<file path="src/rtl/itm_pkg.sv">
package itm_pkg;
    localparam int NCH    = 3;
    localparam int CNT_W  = 16;
    localparam int SPAN_W = CNT_W + 1;
    localparam int DIGITS = CNT_W / 4;

    typedef enum logic [1:0] {
        ACC_LATCH = 2'b00,
        ACC_LO    = 2'b01,
        ACC_HI    = 2'b10,
        ACC_WORD  = 2'b11
    } acc_e;

    typedef enum logic [2:0] {
        MD_TERM    = 3'd0,
        MD_ONESHOT = 3'd1,
        MD_RATE    = 3'd2,
        MD_SQUARE  = 3'd3,
        MD_SWSTB   = 3'd4,
        MD_HWSTB   = 3'd5,
        MD_X6      = 3'd6,
        MD_X7      = 3'd7
    } mode_e;

    typedef struct packed {
        logic [1:0] chan;
        acc_e       acc;
        mode_e      mode;
        logic       bcd;
    } ctrl_t;

    // One step down, wrapping 0 to all-ones (binary) or all-nines (BCD)
    function automatic logic [CNT_W-1:0] dec_cnt(input logic [CNT_W-1:0] v, input logic bcd);
        logic [CNT_W-1:0] r;
        logic brw;
        r   = v;
        brw = 1'b1;
        if (!bcd) return v - CNT_W'(1);
        for (int i = 0; i < DIGITS; i++) begin
            if (brw) begin
                if (v[i*4 +: 4] == 4'd0) r[i*4 +: 4] = 4'd9;
                else begin
                    r[i*4 +: 4] = v[i*4 +: 4] - 4'd1;
                    brw = 1'b0;
                end
            end
        end
        return r;
    endfunction

    // Number of ticks in one full count of v; zero means the maximum
    function automatic logic [SPAN_W-1:0] span_of(input logic [CNT_W-1:0] v, input logic bcd);
        logic [SPAN_W-1:0] b;
        logic [SPAN_W-1:0] w;
        if (bcd) begin
            b = '0;
            w = SPAN_W'(1);
            for (int i = 0; i < DIGITS; i++) begin
                b = b + SPAN_W'(v[i*4 +: 4]) * w;
                w = w * SPAN_W'(10);
            end
            if (b == '0) b = w;
        end else begin
            b = {1'b0, v};
            if (b == '0) b = SPAN_W'(1) << CNT_W;
        end
        return b;
    endfunction
endpackage

</file>
<file path="src/rtl/itm_channel.sv">
module itm_channel
    import itm_pkg::*;
(
    input  logic        clk,
    input  logic        rst,
    input  logic        cw_we,
    input  logic        latch_req,
    input  acc_e        cw_acc,
    input  mode_e       cw_mode,
    input  logic        cw_bcd,
    input  logic        data_we,
    input  logic        data_rd,
    input  logic [7:0]  din,
    input  logic        tick,
    input  logic        gate,
    output logic [7:0]  dout,
    output logic        out
);
    mode_e              mode;
    acc_e               acc;
    logic               bcd;
    logic [CNT_W-1:0]   cnt, reload, lat_val, new_val, src;
    logic [7:0]         lo_hold;
    logic               flip, latched, run, gate_q;
    logic [SPAN_W-1:0]  span, elapsed;
    logic               load_now, trig, adv, supported;

    assign supported = (mode != MD_ONESHOT) && (mode != MD_X6) && (mode != MD_X7);
    assign load_now  = data_we && (acc != ACC_WORD || flip);
    assign trig      = (mode == MD_HWSTB) && gate && !gate_q;
    assign adv       = tick && run && (mode == MD_HWSTB || gate);

    always_comb begin
        case (acc)
            ACC_LO:   new_val = {8'h00, din};
            ACC_HI:   new_val = {din, 8'h00};
            default:  new_val = {din, lo_hold};
        endcase
    end

    always_ff @(posedge clk) begin
        if (rst) begin
            mode    <= MD_ONESHOT;
            acc     <= ACC_WORD;
            bcd     <= 1'b0;
            cnt     <= '0;
            reload  <= '0;
            lat_val <= '0;
            lo_hold <= '0;
            flip    <= 1'b0;
            latched <= 1'b0;
            run     <= 1'b0;
            span    <= SPAN_W'(1);
            elapsed <= '0;
            gate_q  <= 1'b0;
        end else begin
            gate_q <= gate;
            if (latch_req && !latched) begin
                lat_val <= cnt;
                latched <= 1'b1;
            end
            if (data_rd) begin
                if (acc != ACC_WORD || flip) latched <= 1'b0;
                if (acc == ACC_WORD) flip <= !flip;
            end
            if (data_we) begin
                if (acc == ACC_WORD) begin
                    if (!flip) lo_hold <= din;
                    flip <= !flip;
                end
            end
            if (cw_we) begin
                mode    <= cw_mode;
                acc     <= cw_acc;
                bcd     <= cw_bcd;
                flip    <= 1'b0;
                latched <= 1'b0;
                run     <= 1'b0;
                elapsed <= '0;
            end else if (load_now) begin
                cnt     <= new_val;
                reload  <= new_val;
                span    <= span_of(new_val, bcd);
                elapsed <= '0;
                run     <= supported && (mode != MD_HWSTB);
            end else if (trig) begin
                cnt     <= reload;
                elapsed <= '0;
                run     <= 1'b1;
            end else if (adv) begin
                cnt <= dec_cnt(cnt, bcd);
                case (mode)
                    MD_RATE, MD_SQUARE: begin
                        if (elapsed == span - SPAN_W'(1)) begin
                            elapsed <= '0;
                            cnt     <= reload;
                        end else elapsed <= elapsed + SPAN_W'(1);
                    end
                    MD_TERM: if (elapsed != span) elapsed <= elapsed + SPAN_W'(1);
                    default: begin
                        if (elapsed == span) begin
                            run     <= 1'b0;
                            elapsed <= '0;
                        end else elapsed <= elapsed + SPAN_W'(1);
                    end
                endcase
            end
        end
    end

    always_comb begin
        case (mode)
            MD_TERM:            out = run && (elapsed == span);
            MD_RATE:            out = !(run && (elapsed == span - SPAN_W'(1)));
            MD_SQUARE:          out = !run || (elapsed < ((span + SPAN_W'(1)) >> 1));
            MD_SWSTB, MD_HWSTB: out = !(run && (elapsed == span));
            default:            out = 1'b1;
        endcase
    end

    assign src = latched ? lat_val : cnt;
    always_comb begin
        case (acc)
            ACC_HI:   dout = src[15:8];
            ACC_WORD: dout = flip ? src[15:8] : src[7:0];
            default:  dout = src[7:0];
        endcase
    end

    // a held snapshot does not move until it is released
    a_r4_snapshot_held: assert property (@(posedge clk) disable iff (rst)
        latched |=> (!latched || $stable(lat_val)));
    // BCD counting keeps every digit in 0..9 (valid BCD loads assumed)
    a_r6_bcd_digits: assert property (@(posedge clk) disable iff (rst)
        (run && bcd) |-> (cnt[3:0] <= 4'd9 && cnt[7:4] <= 4'd9 &&
                          cnt[11:8] <= 4'd9 && cnt[15:12] <= 4'd9));
    // a terminal-count flag stays high until reprogrammed or reloaded
    a_r7_term_sticky: assert property (@(posedge clk) disable iff (rst)
        (mode == MD_TERM && out && !cw_we && !load_now) |=> out);
    // rate mode low pulse lasts a single tick period (counts >= 2 assumed)
    a_r8_single_low: assert property (@(posedge clk) disable iff (rst)
        (mode == MD_RATE && !out && adv && !cw_we && !load_now) |=> out);
    // position within a run never passes the run length
    a_r10_span_bound: assert property (@(posedge clk) disable iff (rst)
        run |-> (elapsed <= span));
endmodule

</file>
<file path="src/rtl/tri_interval_timer.sv">
module tri_interval_timer
    import itm_pkg::*;
(
    input  logic             clk,
    input  logic             rst,
    input  logic             bus_cs,
    input  logic [1:0]       bus_addr,
    input  logic             bus_rd,
    input  logic             bus_wr,
    input  logic [7:0]       bus_din,
    output logic [7:0]       bus_dout,
    input  logic             cnt_tick,
    input  logic [NCH-1:0]   ch_gate,
    output logic [NCH-1:0]   ch_out
);
    localparam logic [1:0] CTL_ADDR = 2'd3;

    ctrl_t          cw;
    logic           is_ctl;
    logic [NCH-1:0] c_we, c_lat, d_we, d_rd;
    logic [7:0]     ch_dout [NCH];

    assign cw     = ctrl_t'(bus_din);
    assign is_ctl = bus_cs && bus_wr && (bus_addr == CTL_ADDR);

    for (genvar i = 0; i < NCH; i++) begin : g_ch
        assign c_we[i]  = is_ctl && (cw.chan == 2'(i)) && (cw.acc != ACC_LATCH);
        assign c_lat[i] = is_ctl && (cw.chan == 2'(i)) && (cw.acc == ACC_LATCH);
        assign d_we[i]  = bus_cs && bus_wr && (bus_addr == 2'(i));
        assign d_rd[i]  = bus_cs && bus_rd && (bus_addr == 2'(i));

        itm_channel u_ch (
            .clk       (clk),
            .rst       (rst),
            .cw_we     (c_we[i]),
            .latch_req (c_lat[i]),
            .cw_acc    (cw.acc),
            .cw_mode   (cw.mode),
            .cw_bcd    (cw.bcd),
            .data_we   (d_we[i]),
            .data_rd   (d_rd[i]),
            .din       (bus_din),
            .tick      (cnt_tick),
            .gate      (ch_gate[i]),
            .dout      (ch_dout[i]),
            .out       (ch_out[i])
        );
    end

    always_comb begin
        bus_dout = '0;
        for (int i = 0; i < NCH; i++) begin
            if (d_rd[i]) bus_dout = ch_dout[i];
        end
    end

    // one bus write reaches at most one channel register
    a_r2_one_target: assert property (@(posedge clk) disable iff (rst)
        $onehot0(c_we | c_lat | d_we));
    // nothing is driven onto the read bus without a channel read
    a_r1_quiet_bus: assert property (@(posedge clk) disable iff (rst)
        (d_rd == '0) |-> (bus_dout == 8'h00));
endmodule

</file>
<file path="config.mk">
export PLATFORM = sky130hd
export DESIGN_NAME = tri_interval_timer
export DESIGN_NICKNAME = d
export VERILOG_FILES = /design/src/rtl/itm_pkg.sv /design/src/rtl/itm_channel.sv /design/src/rtl/tri_interval_timer.sv
export SDC_FILE = /design/constraint.sdc
export NUM_CORES = 1
export LEC_CHECK = 0
export BUFFER_PORTS_ARGS = -buffer_cell sky130_fd_sc_hd__buf_2
export CELL_PAD_IN_SITES_DETAIL_PLACEMENT = 0
export CELL_PAD_IN_SITES_GLOBAL_PLACEMENT = 1
export CORE_MARGIN = 2
export CORE_UTILIZATION = 53
export CTS_CLUSTER_DIAMETER = 150
export CTS_CLUSTER_SIZE = 30
export DETAILED_ROUTE_END_ITERATION = 6
export HOLD_SLACK_MARGIN = 0.05
export PLACE_DENSITY = 0.87
export SYNTH_ARGS = -nofsm -noshare
export SYNTH_HDL_FRONTEND = slang
export SYNTH_SLANG_ARGS = --single-unit
</file>
<file path="constraint.sdc">
create_clock -name clk -period 15.4 [get_ports clk]
set_clock_uncertainty 0.15 [all_clocks]
set_input_delay 1.54 -clock clk [delete_from_list [all_inputs] [get_ports clk]]
set_output_delay 1.54 -clock clk [all_outputs]
set_load 0.1 [all_outputs]
</file>
== After elaboration in Yosys (flattened, before gate mapping) ==
Cells that the tools add are included.
Operators by class
  add/sub/neg operators: 33
  $mul: 9
  divide/modulo/power cells: 0
  magnitude comparators: 3
  equality and inequality tests: 56
  shift operators: 0
  mux-type cells: 204
  bitwise operators: 6
  reductions and logical operators: 139
Operator list (number)
  16-bit 2-to-1 mux: 24
  17-bit 2-to-1 mux: 18
  1-bit 2-to-1 mux: 123
  17-bit by 1-bit adder with 17-bit output (second input constant): 6
  17-bit equality test: 6
  17-bit one-hot mux with 2 select lines: 3
  16-bit one-hot mux with 2 select lines: 3
  4-bit 2-to-1 mux: 21
  17-bit by 11-bit adder with 17-bit output: 3
  17-bit by 14-bit adder with 17-bit output: 3
  1-bit logical AND: 51
  17-bit zero test: 3
  17-bit by 16-bit < comparator with 1-bit output: 3
  17-bit inequality test: 3
  17-bit by 1-bit subtractor with 17-bit output (second input constant): 3
  16-bit zero test: 3
  4-bit zero test: 12
  8-bit 2-to-1 mux: 6
  8-bit one-hot mux with 2 select lines: 3
  16-bit by 1-bit subtractor with 16-bit output (second input constant): 3
  4-bit by 1-bit subtractor with 4-bit output (second input constant): 12
  4-bit by 7-bit multiplier with 11-bit output (second input constant): 3
  4-bit by 8-bit adder with 9-bit output: 3
  4-bit by 5-bit multiplier with 9-bit output (second input constant): 3
  22 further kinds: 129
Storage, ports and cells
  register bits: 300
  latch bits: 0
  RAM bits: 0
  bits in read-only memories: 0
  input bits: 19
  output and inout port bits: 11
  memories: 0

== Logic depth before layout (Yosys ltp) ==
  depth in word-level cells: 35
  depth in mapped cells: 27
  depth with buffers taken out: 25

== By module ==
From an unflattened synthesis, not the netlist that was laid out.
Second synthesis, totals
  cells, all modules: 3137
  area total of the unflattened synthesis: 24573.6 sq um
Modules (own cells, without submodules)
  itm_channel at g_ch[2].u_ch: times used 1, cells each 1037, area an instance 8107.8 sq um, seq. area each 2001.9 sq um
  itm_channel at g_ch[1].u_ch: times used 1, cells each 1033, area an instance 8077.7 sq um, seq. area each 2001.9 sq um
  itm_channel at g_ch[0].u_ch: times used 1, cells each 1011, area an instance 8023.9 sq um, seq. area each 2001.9 sq um
  tri_interval_timer: times used 1, cells each 56, area an instance 364.1 sq um, seq. area each 0.0 sq um

== Worst setup path after synthesis ==
No wires, ideal clock.
  path type: input to register
  start: input bus_din[7]
  end: register g_ch[1].u_ch.span[4]
  library setup time: 0.114 ns
  arrival time: 6.498 ns
  setup slack: 8.637 ns
  stages on the path: 22
  path buffers: 1
  cell sequence: buf_1 -> nand2_1 -> o21ai_1 -> ha_1 -> ha_1 -> inv_1 -> fa_1 -> nor2_1 -> nor2_1 -> a211oi_1 -> a21oi_1 -> fa_1 -> inv_1 -> ha_1 -> and2_1 -> a221o_1 -> or3_1 -> a21oi_1 -> o2111ai_1 -> nor3_1 -> a21oi_1 -> a2111oi_0
On the way
  word-level cells in the longest chain between the ends: 8
Ends and longest elaborated chain
  start: declaration: line tri_interval_timer.sv:10  | input logic [7:0] bus_din,
  16-bit one-hot mux with 2 select lines *: line itm_channel.sv:34  | case (acc)
  named net g_ch[1].u_ch.new_val[7]: line itm_channel.sv:22  | logic [CNT_W-1:0] cnt, reload, lat_val, new_val, src;
  4-bit by 3-bit multiplier with 7-bit output: line itm_pkg.sv:59  | b = b + SPAN_W'(v[i*4 +: 4]) * w;
  4-bit by 8-bit adder with 9-bit output: line itm_pkg.sv:59
  17-bit by 11-bit adder with 17-bit output: line itm_pkg.sv:59
  17-bit by 14-bit adder with 17-bit output: line itm_pkg.sv:59
  17-bit zero test: line itm_pkg.sv:62  | if (b == '0) b = w;
  17-bit 2-to-1 mux: line itm_pkg.sv:62
  17-bit 2-to-1 mux *: line itm_pkg.sv:55  | if (bcd) begin
  end signal: assignment: line itm_channel.sv:83  | span <= span_of(new_val, bcd);
  end: declaration: line itm_channel.sv:25  | logic [SPAN_W-1:0] span, elapsed;
The timed path passes the listed nets; every way through them passes the cells marked *.
A chain may end at the register's enable or synchronous reset.

== Worst setup path in the final report ==
Same ends and word-level chain as after synthesis.

==> results.ini <==
[final_layout]
drive_gt1_share_pct=4.061
fill_cells=4581
seqCellArea_um2=6006
utilization_pct=54.70
final_nets=3479
syn_to_final_growth_pct=2.288
multi_input_area_um2=17840

[global_routing]
grt_start_max_net_pins=80
grt.overflow.total=0
grt_util_met1_pct=38.56
grt_pass1_vias=22220
grt_pass1_wl_um=118700
grt_usage_pct=29.05
met3_usage_pct=3.082
grt_use_met2_pct=48.50
grt-busiest-layer=met2
grt_antenna_before_repair=5

[clocking]
clk_latency_ns=0.54
postCtsSetupRepairBufs=0
clockRootBuffer=clkbuf_16
cts_resized=0
h-tree-depth=1
clk_pin_slew_ns=0.12
cts_made_buffers=13
cts.path.max_buffers=3
clock_sinks=300
cts_tree=yes
cts.hold.buffers_added=0

[critical_path]
critPathRequiredTime_ns=15.67
slowest_delay_ns=0.60
critPathKind=in2reg
worstPathCellList=buf_2, nand2_1, o21ai_1, ha_1, ha_1, inv_1, fa_1, nor2_1, nor2_1, a211oi_1, a21oi_1, fa_1, inv_1, ha_1, o21a_1, o31a_1, o31ai_1, a21oi_1, or3_1, a211oi_1, a21oi_1, a2111oi_0
crit_arrival_ns=7.25
start_kind=input port
end_kind=flip-flop
path_delay_family=compound AO/OA/AOI/OAI gates
crit_fanout=13
cp_num_buf_inv=3
cp_slowest_cell=o21ai_1

[run_status]
status=completed

[synth]
synthFlopType=dfxtp_1
synth_seq_cells=300
synth_edf_count=0
muxShareOfSynthArea_pct=4.015
synthAdderAreaFrac_pct=14.20
yosys.area_share.simple_pct=24.33
syn-num-nets=3628
ys_types=93
synth_top_family_by_area=simple AND/OR/NAND/NOR gates
seq_area_frac_synth_pct=23.62
synth-async-reset-ratio_pct=0
yosysWarnings=0
synth_compound_area_share_pct=19.18
synthXorXnorAreaFrac_pct=8.370
synth_area_um2=25430
syn_inst=3351
syn_area_per_cell_um2=7.588

[min_path]
hp-class=reg2reg

[floorplanning]
start_util_pct=53.48
core_um2=47550
io-pin-count=30
design.die.area_um2=49740
row_count=80
fp.dieH_um=223.0
fp.dieW_um=223.0

[sta]
finalCritPeriodShare_pct=45.29
worst_pin_slew_ns=1.213
slew_violations=0
slew_headroom_pct=18.60
setup_viol=0
min_period_ns=6.975
finalSetupTns_ns=0
rsz0062_at_grt=false
fmax_ghz=0.1434
finalHoldViolations=0

[power_and_ir_drop]
p_clk_share_pct=22.4
switching_share_pct=36.16
p_leak_nw=10.47
finalPower_w=0.001899
p_int_w=0.001212
power.switching_w=0.0006866
pwr-share-seq_pct=41.8
vdd_drop_max_mv=0.06083
power-per-cell-area_nw_per_um2=73.00
comb_power_share_pct=35.8

[route]
drc=0
firstDrtPassIters=5
routed_wl_um=73750
vias=23370
wl_per_cell_um=19.32
via_per_inst=6.121
first_iter_violations=1845
antenna_left=0

[placement]
hpwl_um=55570
gp_congestion=0.9395
port_buffers=29

[flow_run]
maxCapViolCount=0

worst paths after layout:
| path | cells after the start | endpoint | slack [ns] | from |
|---|---|---|---|---|
| setup / recovery | 22 | g_ch[1].u_ch.span[4] | 8.42 | bus_din[7] |
| hold / removal | 2 | g_ch[2].u_ch.lat_val[4] | 0.31 | g_ch[2].u_ch.lat_val[4] |
| setup reg to reg | 20 | g_ch[0].u_ch.span[4] | 8.46 | g_ch[0].u_ch.acc[0] |
| hold reg to reg | 2 | g_ch[2].u_ch.lat_val[4] | 0.31 | g_ch[2].u_ch.lat_val[4] |
metal layers:
layer | vias to the layer above | part of all wire, %
li1 | 11430 | -
met3 | 140 | 5.1
met2 | 653 | 46
met4 | 6 | 3.8
met5 | - | 0.053
met1 | 11140 | 45
cells in the final DEF (no fill, tap or decap), types with 18 or more instances in the layout:
cell	n
dfxtp_1	300
a211oi_1	57
inv_1	193
buf_4	23
or3_1	22
o21a_1	21
fa_1	51
xor2_1	113
o22ai_1	35
a22oi_1	18
nand2_1	427
ha_1	207
a21oi_1	242
nor2b_1	30
nand2b_1	24
and2_1	20
o21ai_0	132
nor2_1	318
and3_1	31
nor3_1	81
nor4_1	32
buf_2	28
nand4_1	39
nand3_1	132
a31oi_1	24
a21o_1	40
mux2i_1	87
xnor2_1	130
o211ai_1	18
worst register-to-register path, delay by kind of cell (launching register included):
kind | cells | cell delay [ns]
and+or+nand+nor | 4 | 1.27
adders and majority gates | 6 | 2.81
AOI/OAI and AO/OA | 4 | 1.53
DFF | 1 | 0.40
buffers and inverters | 5 | 0.48
xor gates and xnor gates | 1 | 0.20
flip-flops by register name (all words and copies together), names as in the netlist:
register and count:
g_ch.u_ch.elapsed 51, g_ch.u_ch.span 51, g_ch.u_ch.cnt 48, g_ch.u_ch.lat_val 48, g_ch.u_ch.reload 48, g_ch.u_ch.lo_hold 24, g_ch.u_ch.mode 9, g_ch.u_ch.acc 6
g_ch.u_ch.bcd 3, g_ch.u_ch.flip 3, g_ch.u_ch.gate_q 3, g_ch.u_ch.latched 3, g_ch.u_ch.run 3
logic make-up after synthesis:
kind of cell,after synthesis
xor+xnor,243
mux,100
fa+ha+maj,258
flops,300
simple gates,1285
buf+inv,410
compound gates,755
power by group through the flow:
stage	Sequential (W)	Combinational (W)	Clock, W
floorplan	0.000803	0.000529	0
global placement	0.000810	0.000658	0
detailed placement	0.000810	0.000672	0
CTS	0.000793	0.000678	0.000434
global route	0.000794	0.000767	0.000452
finish	0.000793	0.000680	0.000426
cell usage after synthesis, types with 11 or more instances:
cell | count | share of area (%)
and3b_1 | 14 | 0.48
a311oi_1 | 13 | 0.45
a22oi_1 | 18 | 0.53
o22ai_1 | 35 | 0.86
nand4_1 | 39 | 0.96
a21oi_1 | 242 | 4.8
mux2i_1 | 87 | 3.4
nor4_1 | 32 | 0.79
dfxtp_1 | 300 | 24
ha_1 | 207 | 10
o21ai_0 | 132 | 2.6
o21a_1 | 21 | 0.62
fa_1 | 51 | 4.0
nor3b_1 | 14 | 0.41
o31ai_1 | 16 | 0.47
nor2_1 | 318 | 4.7
nor3_1 | 83 | 1.6
clkbuf_1 | 182 | 2.7
a211oi_1 | 57 | 1.7
or2_2 | 16 | 0.39
nand2b_1 | 24 | 0.59
and2_1 | 20 | 0.49
inv_1 | 193 | 2.8
nor2b_1 | 31 | 0.76
buf_1 | 15 | 0.22
xor2_1 | 113 | 3.9
or3_1 | 22 | 0.54
or4_1 | 14 | 0.41
a31oi_1 | 24 | 0.59
a41oi_1 | 11 | 0.38
and3_1 | 31 | 0.76
a21o_1 | 40 | 1.2
nand3_1 | 132 | 2.6
a221oi_1 | 14 | 0.48
nand2_1 | 427 | 6.3
nand3b_1 | 11 | 0.32
xnor2_1 | 130 | 4.5
o211ai_1 | 18 | 0.53
per-stage QoR:
step           worst slack (ns)  cell area, um^2  instances  hold slack, ns
2_1_floorplan             8.637            25430       3351          0.2856
3_3_place_gp              8.165            25670       3802          0.2912
3_5_place_dp              7.939            25670       3802          0.2963
4_1_cts                   8.481            26000       3816          0.3134
5_1_grt                   7.890            26000       3816          0.3223
6_report                  8.425            26010       3818          0.3123
cell type report:
cell class	instances	area share (%)
Clock inverter	1	0.03367
Clock buffer	13	1.251
Sequential cell	300	23.09
Timing Repair Buffer	52	1.246
Multi-Input combinational cell	2641	68.60
Antenna cell	2	0.01924
Inverter	194	2.800
Tap cell	615	2.959
No activity file was read; power rests on OpenSTA's default activity.
